--- src/rtl/uopq_pkg.sv ---
package uopq_pkg;
  localparam int NUM_STAGES = 4;

  typedef enum logic [1:0] {
    CHAIN_HOLD  = 2'd0,
    CHAIN_SHIFT = 2'd1,
    CHAIN_CLEAR = 2'd2
  } chain_op_e;
endpackage

--- src/rtl/uopq_fifo.sv ---
module uopq_fifo #(
  parameter int DEPTH = 8,
  parameter int WIDTH = 16
) (
  input  logic             clk,
  input  logic             rst,
  input  logic             clear,
  input  logic             push,
  input  logic [WIDTH-1:0] push_data,
  input  logic             pop,
  output logic [WIDTH-1:0] head_data,
  output logic             full,
  output logic             empty
);
  localparam int PTR_W = (DEPTH > 1) ? $clog2(DEPTH) : 1;
  localparam int CNT_W = $clog2(DEPTH + 1);
  localparam logic [PTR_W-1:0] LAST = PTR_W'(DEPTH - 1);
  localparam logic [CNT_W-1:0] CAP  = CNT_W'(DEPTH);

  logic [WIDTH-1:0] mem [DEPTH];
  logic [PTR_W-1:0] rd_ptr, wr_ptr;
  logic [CNT_W-1:0] count;

  assign full      = (count == CAP);
  assign empty     = (count == '0);
  assign head_data = mem[rd_ptr];

  always_ff @(posedge clk) begin
    if (push && !clear) mem[wr_ptr] <= push_data;
  end

  always_ff @(posedge clk) begin
    if (rst || clear) begin
      rd_ptr <= '0;
      wr_ptr <= '0;
      count  <= '0;
    end else begin
      if (push) wr_ptr <= (wr_ptr == LAST) ? '0 : wr_ptr + 1'b1;
      if (pop)  rd_ptr <= (rd_ptr == LAST) ? '0 : rd_ptr + 1'b1;
      case ({push, pop})
        2'b10:   count <= count + 1'b1;
        2'b01:   count <= count - 1'b1;
        default: count <= count;
      endcase
    end
  end

  assert_count_bound_R6: assert property (@(posedge clk) disable iff (rst)
    count <= CAP);
  assert_no_overflow_R8: assert property (@(posedge clk) disable iff (rst)
    push |-> !full);
  assert_no_underflow_R3: assert property (@(posedge clk) disable iff (rst)
    pop |-> !empty);
  assert_balanced_count_R6: assert property (@(posedge clk) disable iff (rst)
    (push && pop && !clear) |=> $stable(count));
  assert_clear_empties_R7: assert property (@(posedge clk) disable iff (rst)
    clear |=> empty);
endmodule

--- src/rtl/uopq_stage_chain.sv ---
module uopq_stage_chain
  import uopq_pkg::*;
#(
  parameter int WIDTH = 16
) (
  input  logic                        clk,
  input  logic                        rst,
  input  chain_op_e                   op,
  input  logic                        head_valid,
  input  logic [WIDTH-1:0]            head_data,
  output logic [NUM_STAGES-1:0]       st_valid,
  output logic [NUM_STAGES*WIDTH-1:0] st_data
);
  logic [NUM_STAGES-1:0] v_q;
  logic [WIDTH-1:0]      d_q [NUM_STAGES];

  for (genvar k = 0; k < NUM_STAGES; k++) begin : g_stage
    logic             src_v;
    logic [WIDTH-1:0] src_d;

    if (k == 0) begin : g_first
      assign src_v = head_valid;
      assign src_d = head_valid ? head_data : '0;
    end else begin : g_rest
      assign src_v = v_q[k-1];
      assign src_d = d_q[k-1];
    end

    always_ff @(posedge clk) begin
      if (rst || op == CHAIN_CLEAR) begin
        v_q[k] <= 1'b0;
        d_q[k] <= '0;
      end else if (op == CHAIN_SHIFT) begin
        v_q[k] <= src_v;
        d_q[k] <= src_d;
      end
    end

    assign st_valid[k]              = v_q[k];
    assign st_data[k*WIDTH +: WIDTH] = d_q[k];

    if (k > 0) begin : g_chk
      assert_shift_forward_R2: assert property (@(posedge clk) disable iff (rst)
        (op == CHAIN_SHIFT) |=> (v_q[k] == $past(v_q[k-1]) && d_q[k] == $past(d_q[k-1])));
    end

    assert_hold_R4: assert property (@(posedge clk) disable iff (rst)
      (op == CHAIN_HOLD) |=> ($stable(v_q[k]) && $stable(d_q[k])));
    assert_idle_is_zero_R3: assert property (@(posedge clk) disable iff (rst)
      !v_q[k] |-> (d_q[k] == '0));
  end

  assert_clear_all_R7: assert property (@(posedge clk) disable iff (rst)
    (op == CHAIN_CLEAR) |=> (v_q == '0));
  assert_empty_fill_R3: assert property (@(posedge clk) disable iff (rst)
    (op == CHAIN_SHIFT && !head_valid) |=> !v_q[0]);
endmodule

--- src/rtl/uop_issue_queue.sv ---
module uop_issue_queue
  import uopq_pkg::*;
#(
  parameter int DEPTH     = 8,
  parameter int PAYLOAD_W = 16
) (
  input  logic                          clk,
  input  logic                          rst,
  input  logic                          flush,
  input  logic                          advance,
  input  logic                          in_valid,
  output logic                          in_ready,
  input  logic [PAYLOAD_W-1:0]          in_payload,
  output logic                          q_full,
  output logic                          q_empty,
  output logic [NUM_STAGES-1:0]         stage_valid,
  output logic [NUM_STAGES*PAYLOAD_W-1:0] stage_word
);
  logic                 do_push, do_pop;
  logic [PAYLOAD_W-1:0] head;
  chain_op_e            op;

  assign in_ready = !q_full;
  assign do_push  = in_valid && in_ready && !flush;
  assign do_pop   = advance && !q_empty && !flush;

  always_comb begin
    if (flush)        op = CHAIN_CLEAR;
    else if (advance) op = CHAIN_SHIFT;
    else              op = CHAIN_HOLD;
  end

  uopq_fifo #(.DEPTH(DEPTH), .WIDTH(PAYLOAD_W)) u_fifo (
    .clk       (clk),
    .rst       (rst),
    .clear     (flush),
    .push      (do_push),
    .push_data (in_payload),
    .pop       (do_pop),
    .head_data (head),
    .full      (q_full),
    .empty     (q_empty)
  );

  uopq_stage_chain #(.WIDTH(PAYLOAD_W)) u_chain (
    .clk        (clk),
    .rst        (rst),
    .op         (op),
    .head_valid (!q_empty),
    .head_data  (head),
    .st_valid   (stage_valid),
    .st_data    (stage_word)
  );

  assert_ready_tracks_full_R5: assert property (@(posedge clk) disable iff (rst)
    in_ready == !q_full);
  assert_flags_exclusive_R6: assert property (@(posedge clk) disable iff (rst)
    !(q_full && q_empty));
  assert_flush_blocks_push_R7: assert property (@(posedge clk) disable iff (rst)
    (flush && in_valid) |=> (q_empty && stage_valid == '0));
endmodule

--- config.mk ---
export PLATFORM = sky130hd
export DESIGN_NAME = uop_issue_queue
export DESIGN_NICKNAME = d
export VERILOG_FILES = /design/src/rtl/uopq_pkg.sv /design/src/rtl/uopq_fifo.sv /design/src/rtl/uopq_stage_chain.sv /design/src/rtl/uop_issue_queue.sv
export SDC_FILE = /design/constraint.sdc
export NUM_CORES = 1
export LEC_CHECK = 0
export ABC_CLOCK_PERIOD_IN_PS = 2900
export CORE_ASPECT_RATIO = 0.8
export CORE_MARGIN = 2
export CORE_UTILIZATION = 28
export CTS_CLUSTER_SIZE = 24
export DETAILED_ROUTE_END_ITERATION = 10
export GPL_TIMING_DRIVEN = 1
export MAX_ROUTING_LAYER = met4
export SLEW_MARGIN = 20
export SYNTH_ARGS = -nofsm -noshare
export SYNTH_HDL_FRONTEND = slang
export SYNTH_SLANG_ARGS = --single-unit
--- constraint.sdc ---
create_clock -name clk -period 2.9 [get_ports clk]
set_clock_uncertainty 0.15 [all_clocks]
set_input_delay 0.58 -clock clk [delete_from_list [all_inputs] [get_ports clk]]
set_output_delay 0.58 -clock clk [all_outputs]
set_load 0.005 [all_outputs]
**Word level (Yosys, flattened, before mapping)**

Memories as Yosys holds them, arrays and structs flattened. A register that Yosys moved wholly into a read port is not among the register bits.
Cells that the tools add are included.

- Flip-flop bits (word level): 14
- Memories kept: 2
- Output and inout bits: 71
- RAM bits: 192
- Logic and storage cells: 55

Memory list:

| name | depth | width | rd ports | clocked after Yosys merged registers in | wr ports | line | text |
|---|---|---|---|---|---|---|---|
| u_fifo.mem | 8 | 16 | 1 | 1 | 1 | uopq_fifo.sv:20 | `logic [WIDTH-1:0] mem [DEPTH];` |
| u_chain.d_q | 4 | 16 | 4 | 0 | 4 | uopq_stage_chain.sv:15 | `logic [WIDTH-1:0] d_q [NUM_STAGES];` |

- Equality and inequality tests: 7
- Multiplexer cells: 19
- Add/sub/neg operators: 4
- Reductions and logical operators: 12
- Bitwise logic cells: 4

Operator list:

| cell | number |
|---|---|
| 16-bit two-way mux | 5 |
| 3-bit two-way mux | 4 |
| 1-bit two-way mux | 8 |
| 4-bit one-hot mux with 2 select lines | 1 |
| 3-bit by 1-bit adder with 3-bit output, second input constant | 2 |
| 3-bit equality test, second input constant | 2 |
| 1-bit logical AND | 5 |
| 4-bit by 1-bit adder with 4-bit output, second input constant | 1 |
| 2-bit by 1-bit equality test with 1-bit output, second input constant | 2 |
| 2-bit equality test, second input constant | 2 |
| 4-bit equality test, second input constant | 1 |
| 4-bit zero test | 1 |
| 1-bit bitwise OR | 4 |
| 4-bit by 1-bit subtractor with 4-bit output, second input constant | 1 |
| 1-bit zero test | 3 |
| 1-bit logical OR | 2 |
| 2-bit two-way mux | 1 |
| 2-bit nonzero test | 1 |

**Longest topological paths before layout**

Gate-level depths: netlist of the first run.

- Word-level depth: 7
- Gate-level depth with buffers: 12

**Cells and area by module**

A second synthesis of the first run with hierarchy kept.

- Cell total of the unflattened synthesis: 423
- Area total of the unflattened synthesis: 8204.1 um^2

By module, submodules not included:

| module | instances | cells each | area an instance (um^2) |
|---|---|---|---|
| uopq_fifo | 1 | 264 | 5590.4 |
| uopq_stage_chain | 1 | 154 | 2575.0 |
| uop_issue_queue | 1 | 5 | 38.8 |

**Least setup slack after synthesis of the first run**

Ideal clock, no wire load.

- Path type: input to register
- Start: input port advance
- End: memory u_chain.d_q[0][0], enable pin
- Setup slack: 116 ps
- Data required time: 2325 ps
- Stages: 2
- Arrival: 2209 ps
- Library setup time: 425 ps
- Cells stage by stage: buf_2 > or3_1

RTL lines:

| element | line | text |
|---|---|---|
| start: declaration | uop_issue_queue.sv:10 | `input logic advance,` |
| end: declaration | uopq_stage_chain.sv:15 |  |

**Final worst setup path of the first run**

- Start: register u_fifo.count[0]
- End: output port q_empty

- Word-level cells in the longest chain between the ends: 1

Ends and longest elaborated chain:

| element | line | text |
|---|---|---|
| start: declaration | uopq_fifo.sv:22 | `logic [CNT_W-1:0] count;` |
| start signal: assignment | uopq_fifo.sv:41 | `2'b10: count <= count + 1'b1;` |
| start signal: assignment | uopq_fifo.sv:42 | `2'b01: count <= count - 1'b1;` |
| start signal: assignment | uopq_fifo.sv:43 | `default: count <= count;` |
| 4-bit zero test | uopq_fifo.sv:25 | `assign empty = (count == '0);` |
| end: declaration | uop_issue_queue.sv:15 | `output logic q_empty,` |

No other way between the ends.

==> impl_metrics.json, run 1 <==
{
  "route.detailed.drc": 0,
  "p_leak_uw": 0.00348,
  "start_kind": "flip-flop",
  "pre_cts_slack_ns": 0.0277,
  "fmax_ghz": 0.367,
  "ys_types": 32,
  "vias": 4005,
  "worst_hold_slack_ns": 0.356,
  "synth_xor_area_share_pct": 0.218,
  "syn2layout_area_growth_pct": 25.8,
  "yosys.area_share.simple_pct": 7.53,
  "grt_antenna_before_repair": 3,
  "final_common_cell": "edfxtp_1",
  "gr-usage-all-layers_pct": 10.6,
  "io_pins": 92,
  "cp.arrival_ns": 2.00,
  "slew_headroom_pct": 52.0,
  "syn_avg_cell_area_um2": 19.0,
  "cts.sinks": 209,
  "status": "complete, no violations",
  "setup-violations-final": 0,
  "drv_slew": 0,
  "setup_slack_ns": 0.173,
  "synthesis.instances": 422,
  "most-common-layout-cells": "edfxtp_1 (192), clkdlybuf4s50_1 (91), and3_1 (48), nor2_1 (33), mux4_2 (32)",
  "numCtsBuffers": 21,
  "hold_violations": 0,
  "cts_tree": "yes",
  "rsz0062_at_grt": "false",
  "syn_nets": 451,
  "cts-root-buf": "clkbuf_16",
  "synth-adder-area-share_pct": 1.34,
  "first_global_vias": 4069,
  "nets": 555,
  "cts_buffer_depth": 3,
  "avgViaCountPerCell": 4.41,
  "netSwitchingPower_uw": 1150,
  "htreeDepth": 1,
  "synthMuxAreaShare_pct": 12.1,
  "drive_above_1_share_pct": 17.4,
  "clk_latency_ns": 0.48,
  "synth_compound_area_share_pct": 0.530,
  "worst_pin_slew_ns": 0.719,
  "hp-class": "flip-flop to flip-flop",
  "initial_core_util_pct": 28.4,
  "clk_pin_slew_worst_paths_ns": 0.06,
  "place_congestion": 0.727,
  "cts_resized": 0,
  "cp.required_ns": 2.17,
  "die_w_um": 193,
  "overflow": 0,
  "wl_per_cell_um": 17.2,
  "grt_max_degree": 65,
  "synth-seq-cells": 209,
  "post_cts_buffers": 0,
  "ir_drop_mv": 0.309,
  "drv_cap": 0,
  "path_max_fanout": 5,
  "rows": 55,
  "powerDensity_nw_per_um2": 595,
  "drtIter0Drc": 229,
  "io_buffers": 91,
  "min_period_over_period_pct": 94.0,
  "core-area_um2": 28200,
  "period_minus_slack_ns": 2.73,
  "mappedNetlistArea_um2": 8020,
  "cts_hold_buf": 0,
  "synth_seq_area_share_pct": 76.1,
  "drtPass1Iterations": 4,
  "grt_pass1_wl_mm": 24.1,
  "yosys_warnings": 0,
  "criticalPathCategory": "flip-flop to output port",
  "pwr-share-comb_pct": 4.1,
  "clock_power_share_pct": 40.0,
  "switching_share_pct": 19.1,
  "tns_ns": 0,
  "p_int_uw": 4860,
  "seqPwrFrac_pct": 55.9,
  "drtAntennaViolNets": 0,
  "die_h_um": 155,
  "dpl.hpwl_mm": 9.91,
  "routed_wl_mm": 15.6,
  "cp-end-kind": "output port",
  "die-area_um2": 30000,
  "synth_top_family_by_area": "multiplexers"
}
## power groups by stage
| stage | Sequential [uW] | Combinational [uW] | Clock (uW) |
|---|---|---|---|
| after detailed placement | 3430 | 247 | 0 |
| after global routing | 3370 | 264 | 2580 |
| final | 3360 | 244 | 2410 |
| after floorplan | 3430 | 80.7 | 0 |
| after CTS | 3360 | 248 | 2470 |
| after global placement | 3420 | 241 | 0 |
## worst max-delay path, cell delays in order, from the launching register on
cell	delay, ns
dfxtp_1	0.37
nor4_2	0.53
clkdlybuf4s50_1	0.62
## sequential cells by signal, summed over array words and instances, names as in the netlist, named ones only
register               cells
u_chain.d_q               64
u_chain.st_valid           1
u_fifo.rd_ptr              3
u_chain.g_stage.src_v      3
u_fifo.count               4
u_fifo.mem               128
u_fifo.wr_ptr              3
## metrics by stage
| step | total power [uW] | cells | instance area (um^2) | utilization (%) |
|---|---|---|---|---|
| 2_1_floorplan | 3510 | 422 | 8020 | - |
| 3_3_place_gp | 3660 | 873 | 9490 | 33.6 |
| 3_5_place_dp | 3670 | 873 | 9490 | 33.6 |
| 4_1_cts | 6080 | 906 | 10100 | 35.8 |
| 5_1_grt | 6210 | 909 | 10100 | 35.8 |
| 6_report | 6010 | 909 | 10100 | 35.8 |
## per-layer routing
| layer | GRT usage [%] | part of all wire, % |
|---|---|---|
| met1 | 14.2 | 47 |
| met2 | 16.0 | 45 |
| met3 | 3.06 | 6.3 |
| met4 | 2.25 | 1.4 |
| met5 | - | 0 |
## final timing paths
check,startpoint,to,slack [ns],cells past startpoint
setup / recovery,u_fifo.count[0]$_SDFFE_PP0P_,q_empty,0.17,2
hold / removal,u_chain.st_valid[3]$_SDFFE_PP0P_,u_chain.st_valid[3]$_SDFFE_PP0P_,0.36,2
setup reg to reg,u_fifo.count[0]$_SDFFE_PP0P_,u_fifo.count[3]$_SDFFE_PP0P_,0.36,8
hold reg to reg,u_chain.st_valid[3]$_SDFFE_PP0P_,u_chain.st_valid[3]$_SDFFE_PP0P_,0.36,2
## synth_stat cells, drive strengths merged
cell	instances	share of area, %
a211oi	2	0.19
a21oi	3	0.19
and3	48	3.7
and4b	1	0.12
buf	15	1.3
clkbuf	13	0.61
dfxtp	17	4.2
edfxtp	192	72
fa	1	0.25
ha	7	1.1
inv	5	0.23
mux2i	25	3.1
mux4	32	9.0
nand2	4	0.19
nand2b	3	0.27
nand3	1	0.062
nor2	38	1.9
nor3	5	0.31
nor3b	2	0.47
nor4	2	0.31
o21ai	1	0.062
o31ai	1	0.094
or2	1	0.078
or3	1	0.078
xor2	2	0.22
## logic make-up after synthesis
kind of cell / count (synthesis)
XOR/XNOR: 2
buffers and inverters: 33
AND/OR/NAND/NOR: 106
multiplexers: 57
adder cells (fa/ha/maj): 8
flip-flops: 209
AO/OA/AOI/OAI: 7
## final cells by class
cell class,instances,area [um^2]
fill,2628,18100
clock buffer,24,537
tap,370,463
timing repair buffer,109,1130
antenna,3,7.51
sequential,209,6110
clock inverter,9,62.6
multi-input combinational,180,1770
inverter,5,18.8
Power figures use the tool's default switching activity.
==> run 2: changes to the inputs <==
--- a/config.mk
+++ b/config.mk
@@ -6,7 +6,7 @@
 export NUM_CORES = 1
 export LEC_CHECK = 0
 export ABC_CLOCK_PERIOD_IN_PS = 2900
-export CORE_ASPECT_RATIO = 0.8
+export CORE_ASPECT_RATIO = 0.9
 export CORE_MARGIN = 2
 export CORE_UTILIZATION = 28
 export CTS_CLUSTER_SIZE = 24
==> run 2 against run 1 <==
Via count grew 1.8%. Largest cell class unchanged. Sequential power about the same. Highest routed layer unchanged. Final area up 0.52%. Critical path type unchanged. Hold slack worse by 0.0029 ns. Non-clock buffer count up 2. Critical endpoint unchanged.
==> impl_metrics.json, run 2 (same netlist as run 1, synthesis figures left out) <==
{
  "status": "complete, no violations",
  "die_w_um": 182,
  "cp-end-kind": "output port",
  "drtAntennaViolNets": 0,
  "io_buffers": 91,
  "slew_headroom_pct": 48.8,
  "nets": 558,
  "largest_reg_flops": 128,
  "cts_tree": "yes",
  "clock_power_share_pct": 42.9,
  "ir_drop_mv": 0.372,
  "pwr-share-comb_pct": 3.9,
  "switching_share_pct": 19.5,
  "gr-usage-all-layers_pct": 10.6,
  "routed_wl_mm": 15.3,
  "syn2layout_area_growth_pct": 26.5,
  "fmax_ghz": 0.367,
  "worst_pin_slew_ns": 0.766,
  "route.detailed.drc": 0,
  "avgViaCountPerCell": 4.50,
  "place_congestion": 0.723,
  "drtPass1Iterations": 4,
  "multiInputGateArea_um2": 1770,
  "path_max_fanout": 4,
  "final_common_cell": "edfxtp_1",
  "drv_slew": 0,
  "htreeDepth": 1,
  "cts-root-buf": "clkbuf_16",
  "most-common-layout-cells": "edfxtp_1 (192), clkdlybuf4s50_1 (91), and3_1 (48), nor2_1 (33), mux4_2 (32)",
  "cp_slowest_cell": "clkdlybuf4s50_1",
  "io_pins": 92,
  "cp.required_ns": 2.17,
  "fill_cells": 2573,
  "min_period_over_period_pct": 94.1,
  "die_h_um": 165,
  "criticalPathCategory": "flip-flop to output port",
  "path_delay_family": "buffers and inverters",
  "period_minus_slack_ns": 2.73,
  "setup-violations-final": 0,
  "wl_per_cell_um": 16.9,
  "rows": 58,
  "hp-start": "u_chain.st_valid[3]$_SDFFE_PP0P_",
  "vias": 4076,
  "grt_pass1_wl_mm": 23.7,
  "p_int_uw": 5080,
  "p_leak_uw": 0.00353,
  "hold_violations": 0,
  "fin_cells": 905,
  "grt_max_degree": 65,
  "drtIter0Drc": 284,
  "drive_above_1_share_pct": 19.1,
  "clk_latency_ns": 0.49,
  "dp.cells": 865,
  "initial_core_util_pct": 28.6,
  "overflow": 0,
  "netSwitchingPower_uw": 1230,
  "finalPower_uw": 6310,
  "seq_area_um2": 6110,
  "antenna_cells": 0,
  "cts_buffer_depth": 3,
  "crit_buf_inv": 1,
  "slowest_delay_ns": 0.61,
  "rr_startpoint": "u_fifo.count[3]$_SDFFE_PP0P_",
  "clk_pin_slew_worst_paths_ns": 0.06,
  "die-area_um2": 30000,
  "drv_cap": 0,
  "fin_area_um2": 10100,
  "cts_resized": 0,
  "cp.arrival_ns": 2.00,
  "post_cts_buffers": 0,
  "placed_area_um2": 9440,
  "numCtsBuffers": 22,
  "cts_hold_buf": 0,
  "hp-class": "flip-flop to flip-flop",
  "powerDensity_nw_per_um2": 622,
  "rsz0062_at_grt": "false",
  "grt_antenna_before_repair": 0,
  "seqPwrFrac_pct": 53.3,
  "regMostFlops": "u_fifo.mem",
  "dpl.hpwl_mm": 9.87,
  "core-area_um2": 28100,
  "top_regs": "u_fifo.mem (128), u_chain.d_q (64), u_fifo.count (4)",
  "worstPathCellList": "nor4_2, clkdlybuf4s50_1",
  "start_kind": "flip-flop",
  "cts.sinks": 209,
  "tns_ns": 0,
  "first_global_vias": 4193,
  "crit_start": "u_fifo.count[3]$_SDFFE_PP0P_"
}
run 2: cell types whose count changed in the layout (fill, tap and decap cells not counted), sizes merged:
cell,previous run,this run
buf,18,20
bufinv,1,2
clkbuf,24,25
clkinv,8,11
clkinvlp,0,2
diode,3,0
run 2: per-layer routing:
| layer | vias to the layer above | track usage [%] | wire (um) | part of all wire, % |
|---|---|---|---|---|
| met1 | 2078 | 13.6 | 6970 | 45 |
| li1 | 1866 | - | - | - |
| met2 | 111 | 17.1 | 7220 | 47 |
| met3 | 21 | 2.58 | 908 | 5.9 |
| met4 | 0 | 2.57 | 236 | 1.5 |
| met5 | - | - | 0 | 0 |
run 2: path summary, 6_finish.rpt:
| kind | end | slack [ns] | depth (start not counted) |
|---|---|---|---|
| setup / recovery | q_empty | 0.17 | 2 |
| hold reg to reg | u_chain.st_valid[3]$_SDFFE_PP0P_ | 0.35 | 2 |
| hold / removal | u_chain.st_valid[3]$_SDFFE_PP0P_ | 0.35 | 2 |
| setup reg to reg | u_fifo.count[3]$_SDFFE_PP0P_ | 0.39 | 8 |
run 2: tightest hold or removal path: stages, from the launching register on:
cell,delay (ns)
dfxtp_1,0.33
mux2i_1,0.07
nor2_1,0.07
run 2: cell type report:
class                      instances  share of cell area [%]
clock buffer                      25                    5.75
clock inverter                    15                    1.22
inverter                           5                   0.185
multi-input combinational        180                    17.4
sequential                       209                    60.2
tap                              360                    4.44
timing repair buffer             111                    10.8
run 2: power groups by stage:
stage          combinational [uW]  sequential (uW)  clock (uW)
2_1_floorplan                80.7             3430           0
3_3_place_gp                  241             3420           0
3_5_place_dp                  249             3430           0
4_1_cts                       250             3360        2780
5_1_grt                       265             3370        2890
6_report                      245             3360        2710
run 2: through the flow:
stage	setup WS [ns]	hold WS, ns	util, %
floorplan	0.116	0.322	-
global placement	0.158	0.330	33.6
detailed placement	0.0102	0.340	33.6
CTS	0.129	0.356	36.1
global route	0.0939	0.388	36.1
finish	0.172	0.353	36.1
==> run 3: changes to the inputs <==
--- a/config.mk
+++ b/config.mk
@@ -13,6 +13,7 @@
 export DETAILED_ROUTE_END_ITERATION = 10
 export GPL_TIMING_DRIVEN = 1
 export MAX_ROUTING_LAYER = met4
+export PLACE_DENSITY = 0.45
 export SLEW_MARGIN = 20
 export SYNTH_ARGS = -nofsm -noshare
 export SYNTH_HDL_FRONTEND = slang
==> run 3 against run 2 <==
Total power is essentially flat. Clock power is essentially flat. Die area is the same. Combinational power grew 2%. Register-to-register slack gained 0.05 ns. Routed wire length grew 4.8%. Global-route usage grew 0.62 points. Via count shrank 1.2%. Fmax shrank 0.89%. Critical endpoint unchanged. Largest cell class unchanged.
==> impl_metrics.json, run 3 (same netlist as run 1, synthesis figures left out) <==
{
  "syn2layout_area_growth_pct": 27.4,
  "crit_start": "u_fifo.count[0]$_SDFFE_PP0P_",
  "p_leak_uw": 0.00354,
  "setup-violations-final": 0,
  "cts_buffer_depth": 3,
  "io_buffers": 91,
  "antenna_cells": 0,
  "regMostFlops": "u_fifo.mem",
  "post_cts_buffers": 0,
  "finalPower_uw": 6310,
  "route.detailed.drc": 0,
  "rr_startpoint": "u_fifo.count[0]$_SDFFE_PP0P_",
  "pwr-share-comb_pct": 4.0,
  "clk_latency_ns": 0.50,
  "crit_buf_inv": 1,
  "clk_pin_slew_worst_paths_ns": 0.05,
  "fmax_ghz": 0.363,
  "path_max_fanout": 5,
  "routed_wl_mm": 16.1,
  "slew_headroom_pct": 61.3,
  "fill_cells": 2574,
  "slowest_delay_ns": 0.61,
  "clock_power_share_pct": 42.7,
  "drive_above_1_share_pct": 18.1,
  "switching_share_pct": 19.3,
  "largest_reg_flops": 128,
  "initial_core_util_pct": 28.6,
  "first_global_vias": 4236,
  "dpl.hpwl_mm": 9.78,
  "start_kind": "flip-flop",
  "grt_antenna_before_repair": 0,
  "io_pins": 92,
  "grt_pass1_wl_mm": 24.7,
  "tns_ns": 0,
  "worst_pin_slew_ns": 0.576,
  "netSwitchingPower_uw": 1220,
  "drtAntennaViolNets": 0,
  "rsz0062_at_grt": "false",
  "path_delay_family": "buffers and inverters",
  "cts-root-buf": "clkbuf_16",
  "vias": 4029,
  "avgViaCountPerCell": 4.47,
  "seqPwrFrac_pct": 53.3,
  "rrSetupSlack_ns": 0.44,
  "cts_hold_buf": 0,
  "min_period_over_period_pct": 94.9,
  "place_congestion": 0.678,
  "powerDensity_nw_per_um2": 617,
  "worst_hold_slack_ns": 0.365,
  "core-area_um2": 28100,
  "cp.arrival_ns": 2.02,
  "die_w_um": 182,
  "drtPass1Iterations": 4,
  "status": "complete, no violations",
  "die_h_um": 165,
  "period_minus_slack_ns": 2.75,
  "cp_slowest_cell": "clkdlybuf4s50_1",
  "wl_per_cell_um": 17.8,
  "cp-end-kind": "output port",
  "ir_drop_mv": 0.351,
  "drtIter0Drc": 264,
  "hp-start": "u_chain.st_valid[3]$_SDFFE_PP0P_",
  "p_int_uw": 5090,
  "htreeDepth": 1,
  "criticalPathCategory": "flip-flop to output port",
  "gr-usage-all-layers_pct": 11.2,
  "final_common_cell": "edfxtp_1",
  "worstPathCellList": "nor4_2, clkdlybuf4s50_1",
  "cts.sinks": 209,
  "cts_resized": 0,
  "cts_tree": "yes",
  "grt_max_degree": 65,
  "drv_slew": 0,
  "rows": 58,
  "cp.required_ns": 2.17,
  "numCtsBuffers": 23,
  "hold_violations": 0,
  "hp-class": "flip-flop to flip-flop",
  "top_regs": "u_fifo.mem (128), u_chain.d_q (64), u_fifo.count (4)",
  "nets": 558,
  "overflow": 0,
  "drv_cap": 0,
  "die-area_um2": 30000,
  "most-common-layout-cells": "edfxtp_1 (192), clkdlybuf4s50_1 (91), and3_1 (48), nor2_1 (33), mux4_2 (32)"
}
-- run 3: cell count changes in the layout (fill, tap and decap cells not counted), sizes merged --
cell,before,now
clkinv,11,7
clkbuf,25,29
buf,20,19
clkinvlp,2,0
-- run 3: worst reg2reg max path, delay by kind of cell (launching register included) --
family	cells	cell delay (ns)
compound gates	4	0.62
fa+ha+maj	2	0.61
flops	1	0.36
simple gates	2	0.64
-- run 3: area by class of cell --
type | instances | area [um^2] | share of cell area (%)
well taps | 360 | 450 | 4.41
clock buffers | 29 | 598 | 5.85
clock inverters | 9 | 90.1 | 0.882
inverters | 5 | 18.8 | 0.184
multi-input cells | 180 | 1780 | 17.4
flip-flops and latches | 209 | 6110 | 59.8
repair buffers | 110 | 1180 | 11.5
-- run 3: per-stage QoR --
step,instance area [um^2],std cells,util [%],setup WS (ns)
floorplan,8020,422,-,0.116
global placement,9530,864,33.9,0.150
detailed placement,9530,864,33.9,0.0586
CTS,10200,902,36.4,0.127
global route,10200,902,36.4,0.0508
finish,10200,902,36.4,0.148
-- run 3: path summary, 6_finish.rpt --
kind,end,cells past startpoint
max,q_empty,2
min reg2reg,u_chain.st_valid[3]$_SDFFE_PP0P_,2
min,u_chain.st_valid[3]$_SDFFE_PP0P_,2
max reg2reg,u_fifo.count[3]$_SDFFE_PP0P_,8
-- run 3: per-layer routing --
layer	global-route usage (%)	routed length [um]	up-vias
li1	-	-	1871
met1	14.6	7550	2019
met2	17.9	7330	113
met3	2.25	851	26
met4	3.23	352	0
met5	-	0	-
-- run 3: power groups by stage --
| stage | registers [uW] | logic [uW] | clock network (uW) |
|---|---|---|---|
| after floorplan | 3430 | 80.7 | 0 |
| after global placement | 3420 | 251 | 0 |
| after detailed placement | 3430 | 255 | 0 |
| after CTS | 3360 | 256 | 2780 |
| after global routing | 3370 | 273 | 2870 |
| final | 3360 | 251 | 2700 |
